===== src/rtl/qenc_pkg.sv =====
package qenc_pkg;

  localparam int CFG_AW = 2;
  localparam logic [CFG_AW-1:0] ADDR_CTRL = 2'd0;
  localparam logic [CFG_AW-1:0] ADDR_HI   = 2'd1;
  localparam logic [CFG_AW-1:0] ADDR_LO   = 2'd2;

  typedef enum logic [1:0] {
    EVAL_X4  = 2'd0,
    EVAL_X1  = 2'd1,
    EVAL_X2  = 2'd2,
    EVAL_OFF = 2'd3
  } eval_mode_e;

  typedef enum logic [1:0] {
    GATE_NONE    = 2'd0,
    GATE_LOCK_HI = 2'd1,
    GATE_LOCK_LO = 2'd2,
    GATE_RSV     = 2'd3
  } gate_mode_e;

  // packed MSB first: eval sits in bits [1:0]
  typedef struct packed {
    logic       latch_rise;
    logic       latch_cont;
    logic       latch_en;
    logic       reverse;
    logic       ext_rise;
    logic       ext_en;
    logic       idx_en;
    gate_mode_e gate;
    eval_mode_e eval;
  } ctrl_t;

  localparam int CTRL_W = $bits(ctrl_t);

  localparam ctrl_t CTRL_RST = '{
    latch_rise: 1'b1, latch_cont: 1'b0, latch_en: 1'b0, reverse: 1'b0,
    ext_rise: 1'b1, ext_en: 1'b0, idx_en: 1'b0,
    gate: GATE_LOCK_HI, eval: EVAL_X4
  };

endpackage


===== src/rtl/qenc_edge_decode.sv =====
module qenc_edge_decode
  import qenc_pkg::*;
(
  input  logic  clk,
  input  logic  rst,
  input  logic  enc_a,
  input  logic  enc_b,
  input  logic  enc_c,
  input  logic  gate_in,
  input  logic  ext_rst_in,
  input  logic  latch_in,
  input  ctrl_t ctrl,
  output logic  step_up,
  output logic  step_dn,
  output logic  clr_evt,
  output logic  latch_hit
);

  localparam int NSIG = 5;
  localparam int IA = 0, IB = 1, IC = 2, IE = 3, IL = 4;

  logic [NSIG-1:0] cur, prev_q, rise, fall;
  logic            hit, up_raw, gate_lock;

  assign cur = {latch_in, ext_rst_in, enc_c, enc_b, enc_a};

  // prior sample is seeded during reset so no edge appears at release
  always_ff @(posedge clk) begin
    prev_q <= cur;
  end

  generate
    for (genvar i = 0; i < NSIG; i++) begin : g_edge
      assign rise[i] = cur[i] & ~prev_q[i];
      assign fall[i] = ~cur[i] & prev_q[i];
    end
  endgenerate

  always_comb begin
    hit    = 1'b0;
    up_raw = 1'b0;
    unique case (ctrl.eval)
      EVAL_X4: begin
        if ((rise[IA] | fall[IA]) && !(rise[IB] | fall[IB])) begin
          hit    = 1'b1;
          up_raw = enc_a ^ enc_b;
        end else if ((rise[IB] | fall[IB]) && !(rise[IA] | fall[IA])) begin
          hit    = 1'b1;
          up_raw = ~(enc_a ^ enc_b);
        end
      end
      EVAL_X1: begin
        hit    = rise[IA];
        up_raw = ~enc_b;
      end
      EVAL_X2: begin
        hit    = rise[IA] | fall[IA];
        up_raw = enc_a ^ enc_b;
      end
      default: begin
        hit    = 1'b0;
        up_raw = 1'b0;
      end
    endcase
  end

  always_comb begin
    gate_lock = 1'b0;
    if (ctrl.gate == GATE_LOCK_HI) gate_lock = gate_in;
    if (ctrl.gate == GATE_LOCK_LO) gate_lock = ~gate_in;
  end

  assign step_up   = hit & ~gate_lock & (up_raw ^ ctrl.reverse);
  assign step_dn   = hit & ~gate_lock & ~(up_raw ^ ctrl.reverse);
  assign clr_evt   = (ctrl.idx_en & rise[IC]) |
                     (ctrl.ext_en & (ctrl.ext_rise ? rise[IE] : fall[IE]));
  assign latch_hit = ctrl.latch_rise ? rise[IL] : fall[IL];

  logic unused_rst;
  assign unused_rst = rst;

endmodule


===== src/rtl/qenc_pos_counter.sv =====
module qenc_pos_counter #(
  parameter int CNT_W = 32
) (
  input  logic             clk,
  input  logic             rst,
  input  logic             step_up,
  input  logic             step_dn,
  input  logic             clr_evt,
  input  logic [CNT_W-1:0] lim_hi,
  input  logic [CNT_W-1:0] lim_lo,
  output logic [CNT_W-1:0] cnt_q,
  output logic             dir_up_q
);

  localparam logic [CNT_W-1:0] UNIT = {{(CNT_W-1){1'b0}}, 1'b1};

  always_ff @(posedge clk) begin
    if (rst) begin
      cnt_q    <= '0;
      dir_up_q <= 1'b0;
    end else if (clr_evt) begin
      cnt_q    <= lim_lo;
    end else if (step_up) begin
      cnt_q    <= (cnt_q == lim_hi) ? lim_lo : cnt_q + UNIT;
      dir_up_q <= 1'b1;
    end else if (step_dn) begin
      cnt_q    <= (cnt_q == lim_lo) ? lim_hi : cnt_q - UNIT;
      dir_up_q <= 1'b0;
    end
  end

endmodule


===== src/rtl/qenc_latch_unit.sv =====
module qenc_latch_unit #(
  parameter int CNT_W = 32
) (
  input  logic             clk,
  input  logic             rst,
  input  logic             latch_hit,
  input  logic             latch_en,
  input  logic             latch_cont,
  input  logic [CNT_W-1:0] cnt,
  output logic [CNT_W-1:0] val_q,
  output logic             vld_q
);

  always_ff @(posedge clk) begin
    if (rst) begin
      val_q <= '0;
      vld_q <= 1'b0;
    end else if (!latch_en) begin
      vld_q <= 1'b0;
    end else if (latch_hit && (latch_cont || !vld_q)) begin
      val_q <= cnt;
      vld_q <= 1'b1;
    end
  end

endmodule


===== src/rtl/qenc_counter.sv =====
module qenc_counter
  import qenc_pkg::*;
#(
  parameter int CNT_W = 32
) (
  input  logic              clk,
  input  logic              rst,
  input  logic              cfg_wr,
  input  logic [CFG_AW-1:0] cfg_addr,
  input  logic [CNT_W-1:0]  cfg_wdata,
  input  logic              enc_a,
  input  logic              enc_b,
  input  logic              enc_c,
  input  logic              gate_in,
  input  logic              ext_rst_in,
  input  logic              latch_in,
  output logic [CNT_W-1:0]  count_o,
  output logic [CNT_W-1:0]  latch_val_o,
  output logic              latch_vld_o,
  output logic              dir_up_o
);

  ctrl_t            ctrl_q;
  logic [CNT_W-1:0] lim_hi_q, lim_lo_q;
  logic             step_up, step_dn, clr_evt, latch_hit;
  logic             latch_en_w, latch_cont_w;

  always_ff @(posedge clk) begin
    if (rst) begin
      ctrl_q   <= CTRL_RST;
      lim_hi_q <= '1;
      lim_lo_q <= '0;
    end else if (cfg_wr) begin
      unique case (cfg_addr)
        ADDR_CTRL: ctrl_q   <= ctrl_t'(cfg_wdata[CTRL_W-1:0]);
        ADDR_HI:   lim_hi_q <= cfg_wdata;
        ADDR_LO:   lim_lo_q <= cfg_wdata;
        default:   ;
      endcase
    end
  end

  assign latch_en_w   = ctrl_q.latch_en;
  assign latch_cont_w = ctrl_q.latch_cont;

  qenc_edge_decode u_decode (
    .clk        (clk),
    .rst        (rst),
    .enc_a      (enc_a),
    .enc_b      (enc_b),
    .enc_c      (enc_c),
    .gate_in    (gate_in),
    .ext_rst_in (ext_rst_in),
    .latch_in   (latch_in),
    .ctrl       (ctrl_q),
    .step_up    (step_up),
    .step_dn    (step_dn),
    .clr_evt    (clr_evt),
    .latch_hit  (latch_hit)
  );

  qenc_pos_counter #(.CNT_W(CNT_W)) u_count (
    .clk      (clk),
    .rst      (rst),
    .step_up  (step_up),
    .step_dn  (step_dn),
    .clr_evt  (clr_evt),
    .lim_hi   (lim_hi_q),
    .lim_lo   (lim_lo_q),
    .cnt_q    (count_o),
    .dir_up_q (dir_up_o)
  );

  qenc_latch_unit #(.CNT_W(CNT_W)) u_latch (
    .clk        (clk),
    .rst        (rst),
    .latch_hit  (latch_hit),
    .latch_en   (latch_en_w),
    .latch_cont (latch_cont_w),
    .cnt        (count_o),
    .val_q      (latch_val_o),
    .vld_q      (latch_vld_o)
  );

endmodule


===== config.mk =====
export PLATFORM = sky130hd
export DESIGN_NAME = qenc_counter
export DESIGN_NICKNAME = d
export VERILOG_FILES = /design/src/rtl/qenc_pkg.sv /design/src/rtl/qenc_edge_decode.sv /design/src/rtl/qenc_pos_counter.sv /design/src/rtl/qenc_latch_unit.sv /design/src/rtl/qenc_counter.sv
export SDC_FILE = /design/constraint.sdc
export NUM_CORES = 1
export LEC_CHECK = 0
export ABC_AREA = 1
export BUFFER_PORTS_ARGS = -buffer_cell sky130_fd_sc_hd__clkbuf_2
export CAP_MARGIN = 25
export CORE_MARGIN = 10
export CORE_UTILIZATION = 50
export DETAILED_ROUTE_END_ITERATION = 7
export PLACE_DENSITY_LB_ADDON = 0.2
export SYNTH_ARGS = -nofsm -noshare
export SYNTH_HDL_FRONTEND = slang
export SYNTH_HIERARCHICAL = 1
export SYNTH_SLANG_ARGS = --single-unit

===== constraint.sdc =====
create_clock -name clk -period 2.24 [get_ports clk]
set_input_delay 0.112 -clock clk [delete_from_list [all_inputs] [get_ports clk]]
set_output_delay 0.112 -clock clk [all_outputs]
set_load 0.05 [all_outputs]

==> impl_metrics.csv <==
group,metric,value,unit
critical_path,critPathRequiredTime,2.61,ns
global_route,grt_pass1_vias,10971,
synthesis,post_synth_inst_count,1809,
clock_network,clock_tree.htree_level_count,4,
routing,drt_pre_antenna_iters,5,
pwr,internal_power,7.25,mW
run,cap_viol_max_count,0,
global_route,grtUsageMet3,6.84,%
clock_network,tritoncts_num_sinks,146,
global_route,globalRoute.totalOverflow,0,
clock_network,cts.clk_slew.worst_paths,0.07,ns
global_route,grt_antenna_before_repair,0,
clock_network,tritoncts,"built",
sta,unrepaired_setup_endpoints_after_global_routing,"yes",
global_route,grt_most_used_layer,"met2",
synthesis,yosys_register_bits,146,
critical_path,crit_path_max_fanout,6,
global_route,grt_use_met1,37.5,%
worst_hold_path,hp-class,"in2reg",
pwr,clockPowerShare,19.1,%
floorplan,pin_count,109,
critical_path,end_kind,"flop",
floorplan,die_width,165,um
global_route,use_met2,41.6,%
pwr,vdd_ir_drop_max,0.000643,V
layout,ff_latch_area,2940,um^2
routing,drt-initial-drc-count,1450,
placement,hpwl,27200,um
sta,setup-tns-final,-1.01,ns
critical_path,start_kind,"flop",
floorplan,placement_rows,53,
routing,avgRoutedWirePerCell,17.3,um
sta,layout_worst_path_cycle_share,103,%
pwr,p_leak,6.38,nW
sta,hold_ws,0.0121,ns
layout,multiInputGateArea,6310,um^2
global_route,globalRouteTotalUtil,27.3,%
synthesis,yosysUniqueCellTypes,33,
critical_path,arrival,2.69,ns
critical_path,criticalPathCategory,"reg2reg",
pwr,comb_power_share,57.0,%
sta,worst_pin_slew,0.716,ns
layout,diodes,0,
layout,final_layout_size_suffix_gt1_share,18.4,%
global_route,grt_pass1_wl,59100,um
clock_network,clk_latency,0.43,ns
sta,timing.max_slew.rel_slack,52.2,%
pwr,total_switching_power,7.29,mW
floorplan,coreArea,20900,um^2
sta,finalClockSkew,0.00822,ns
sta,clock.fmax,431,MHz
clock_network,cts_buffers,17,
clock_network,cts_root_buf,"sky130_fd_sc_hd__clkbuf_16",
sta,fin_crit,2.32,ns
pwr,power.share.switching,50.1,%
synthesis,synth.net_count,1857,
routing,vias,12111,
sta,timing.final.ws_setup,-0.0782,ns
sta,report.final.hold_viol_count,0,
floorplan,die_height,165,um
synthesis,sequential_element_share_of_the_synthesized_area,27.8,%
routing,route.antenna.remaining_nets,0,
sta,finalSetupViolCount,29,
synthesis,synth_area_per_cell,5.82,um^2
global_route,grt_start_max_net_pins,76,
floorplan,die-area,27200,um^2
status,outcome,"finished, violations left",
status,violations,"negative setup slack",
routing,drt_drc_violations_left,0,
pwr,power_frac_seq,23.8,%
sta,timing_max_transition_violations_final,0,
layout,design.final.nets,2001,
floorplan,initial_cell_density_of_the_core,50.4,%
clock_network,max-clock-path-buffers,2,
placement,dp_cells,2164,
synthesis,syn_area,10500,um^2
layout,area_growth,22.8,%
placement,io_buffers,108,
placement,gp_congestion,0.969,
routing,drt_wl_total,38800,um
layout,final_non_filler_cell_total,2241,
pwr,areal_power_density_over_the_cells,1130,nW/um^2
layout,num-fill-cells,2045,
synthesis,yosysWarnings,6,
routing,drt-vias-per-instance,5.40,
==> power by group through the flow <==
| stage | clock network [mW] | registers, mW | logic, mW |
|---|---|---|---|
| after global placement | 0 | 3.48 | 7.52 |
| after floorplan | 0 | 3.83 | 4.90 |
| after detailed placement | 0 | 3.49 | 7.53 |
| after CTS | 2.82 | 3.43 | 7.81 |
| after global routing | 2.95 | 3.51 | 9.13 |
| final | 2.78 | 3.46 | 8.29 |
==> logic make-up after synthesis <==
family / after synthesis / share of synthesized area [%]
adder cells (fa/ha/maj): 5 / 0.595
flip-flops: 146 / 27.8
XOR/XNOR: 53 / 4.41
AO/OA/AOI/OAI: 116 / 6.16
AND/OR/NAND/NOR: 1122 / 45.0
buffers and inverters: 367 / 16.1
==> cells in the final DEF, fill, tap and decap left out, types with 10 or more instances in the layout <==
cell and n:
sky130_fd_sc_hd__nand2_1 552, sky130_fd_sc_hd__nor2_1 246, sky130_fd_sc_hd__nand3_1 231, sky130_fd_sc_hd__inv_1 220, sky130_fd_sc_hd__dfxtp_1 136, sky130_fd_sc_hd__clkbuf_2 108, sky130_fd_sc_hd__buf_4 70, sky130_fd_sc_hd__a21oi_1 53
sky130_fd_sc_hd__nand4_1 38, sky130_fd_sc_hd__dlygate4sd3_1 35, sky130_fd_sc_hd__inv_2 31, sky130_fd_sc_hd__xnor2_1 28, sky130_fd_sc_hd__xor2_1 24, sky130_fd_sc_hd__clkbuf_16 20, sky130_fd_sc_hd__o22ai_2 20, sky130_fd_sc_hd__nand2_2 12
sky130_fd_sc_hd__nand3_2 10, sky130_fd_sc_hd__a21oi_2 10, sky130_fd_sc_hd__o21ai_0 10, sky130_fd_sc_hd__dfxtp_2 10
==> area by class of cell <==
type / instances / share of cell area (%)
clock buffers: 19 / 3.43
clock inverters: 13 / 0.911
inverters: 258 / 7.60
multi-input cells: 1296 / 48.9
flip-flops and latches: 146 / 22.7
well taps: 275 / 2.66
repair buffers: 234 / 13.8
==> per-stage QoR <==
step | area [um^2] | setup WS (ns) | utilization, % | total power [mW]
after floorplan | 10500 | 0.00448 | - | 8.72
after global placement | 11400 | -0.00590 | 54.5 | 11.0
after detailed placement | 11400 | -0.0879 | 54.5 | 11.0
after CTS | 12600 | -0.0312 | 60.1 | 14.1
after global routing | 12900 | -0.220 | 61.8 | 15.6
final | 12900 | -0.0782 | 61.8 | 14.5
==> metal layers <==
metal | share of wire, % | vias to the layer above
met5 | 0 | -
met4 | 2.9 | 0
met3 | 11 | 83
met2 | 43 | 604
met1 | 43 | 5504
li1 | - | 5920
==> synthesized netlist by cell type, drive strengths merged <==
library cell,n,share of area (%)
nand2,567,20
nor2,259,9.5
inv,255,9.1
nand3,245,12
dfxtp,146,28
buf,83,5.6
a21oi,64,3.2
nand4,38,2.3
o22ai,31,1.8
xnor2,29,2.4
clkbuf,26,1.2
xor2,24,2.0
o21ai,14,0.67
nand3b,7,0.50
o211ai,7,0.50
ha,5,0.59
nor3,5,0.24
clkinv,3,0.14
or2,1,0.059
==> path summary, 6_finish.rpt <==
path / start / to / slack, ns / cells past startpoint
max: u_decode/prev_q[0] / u_count/cnt_q[10] / -0.08 / 16
max reg2reg: u_decode/prev_q[0] / u_count/cnt_q[10] / -0.08 / 16
min: cfg_wdata[7] / lim_lo_q[7] / 0.01 / 3
min reg2reg: u_latch/val_q[29] / u_latch/val_q[29] / 0.48 / 2
==> flip-flops by register name (all words and copies together), names as in the netlist <==
signal,flops
u_count/cnt_q,32
lim_lo_q,32
u_decode/prev_q,5
u_latch/vld_q,1
ctrl_q,9
latch_cont_w,1
latch_en_w,1
u_latch/val_q,32
lim_hi_q,32
u_count/dir_up_q,1
==> worst max-delay path: stages, from the launching register on <==
cell and delay (ns):
sky130_fd_sc_hd__dfxtp_2 0.32, sky130_fd_sc_hd__inv_2 0.04, sky130_fd_sc_hd__ha_4 0.29, sky130_fd_sc_hd__inv_4 0.04, sky130_fd_sc_hd__buf_4 0.12, sky130_fd_sc_hd__buf_4 0.12, sky130_fd_sc_hd__nand2_1 0.06, sky130_fd_sc_hd__nand3_1 0.07
sky130_fd_sc_hd__o211ai_1 0.21, sky130_fd_sc_hd__nor2_4 0.10, sky130_fd_sc_hd__buf_6 0.15, sky130_fd_sc_hd__nor3_4 0.25, sky130_fd_sc_hd__buf_6 0.19, sky130_fd_sc_hd__o211ai_1 0.10, sky130_fd_sc_hd__nand3_1 0.09, sky130_fd_sc_hd__nand2_1 0.05
sky130_fd_sc_hd__inv_1 0.06
==> timing repair <==
item | 4_1_cts | 5_1_grt
cloned | 3 | 4
pin swaps | 18 | 35
buffers inserted | 1 | 2
gates resized for setup | 57 | 61
setup endpoints to repair | 32 | 33
hold endpoints to repair | 65 | 0
hold buffers | 35 | 0
Note: power is estimated with default switching activity, not from simulation.
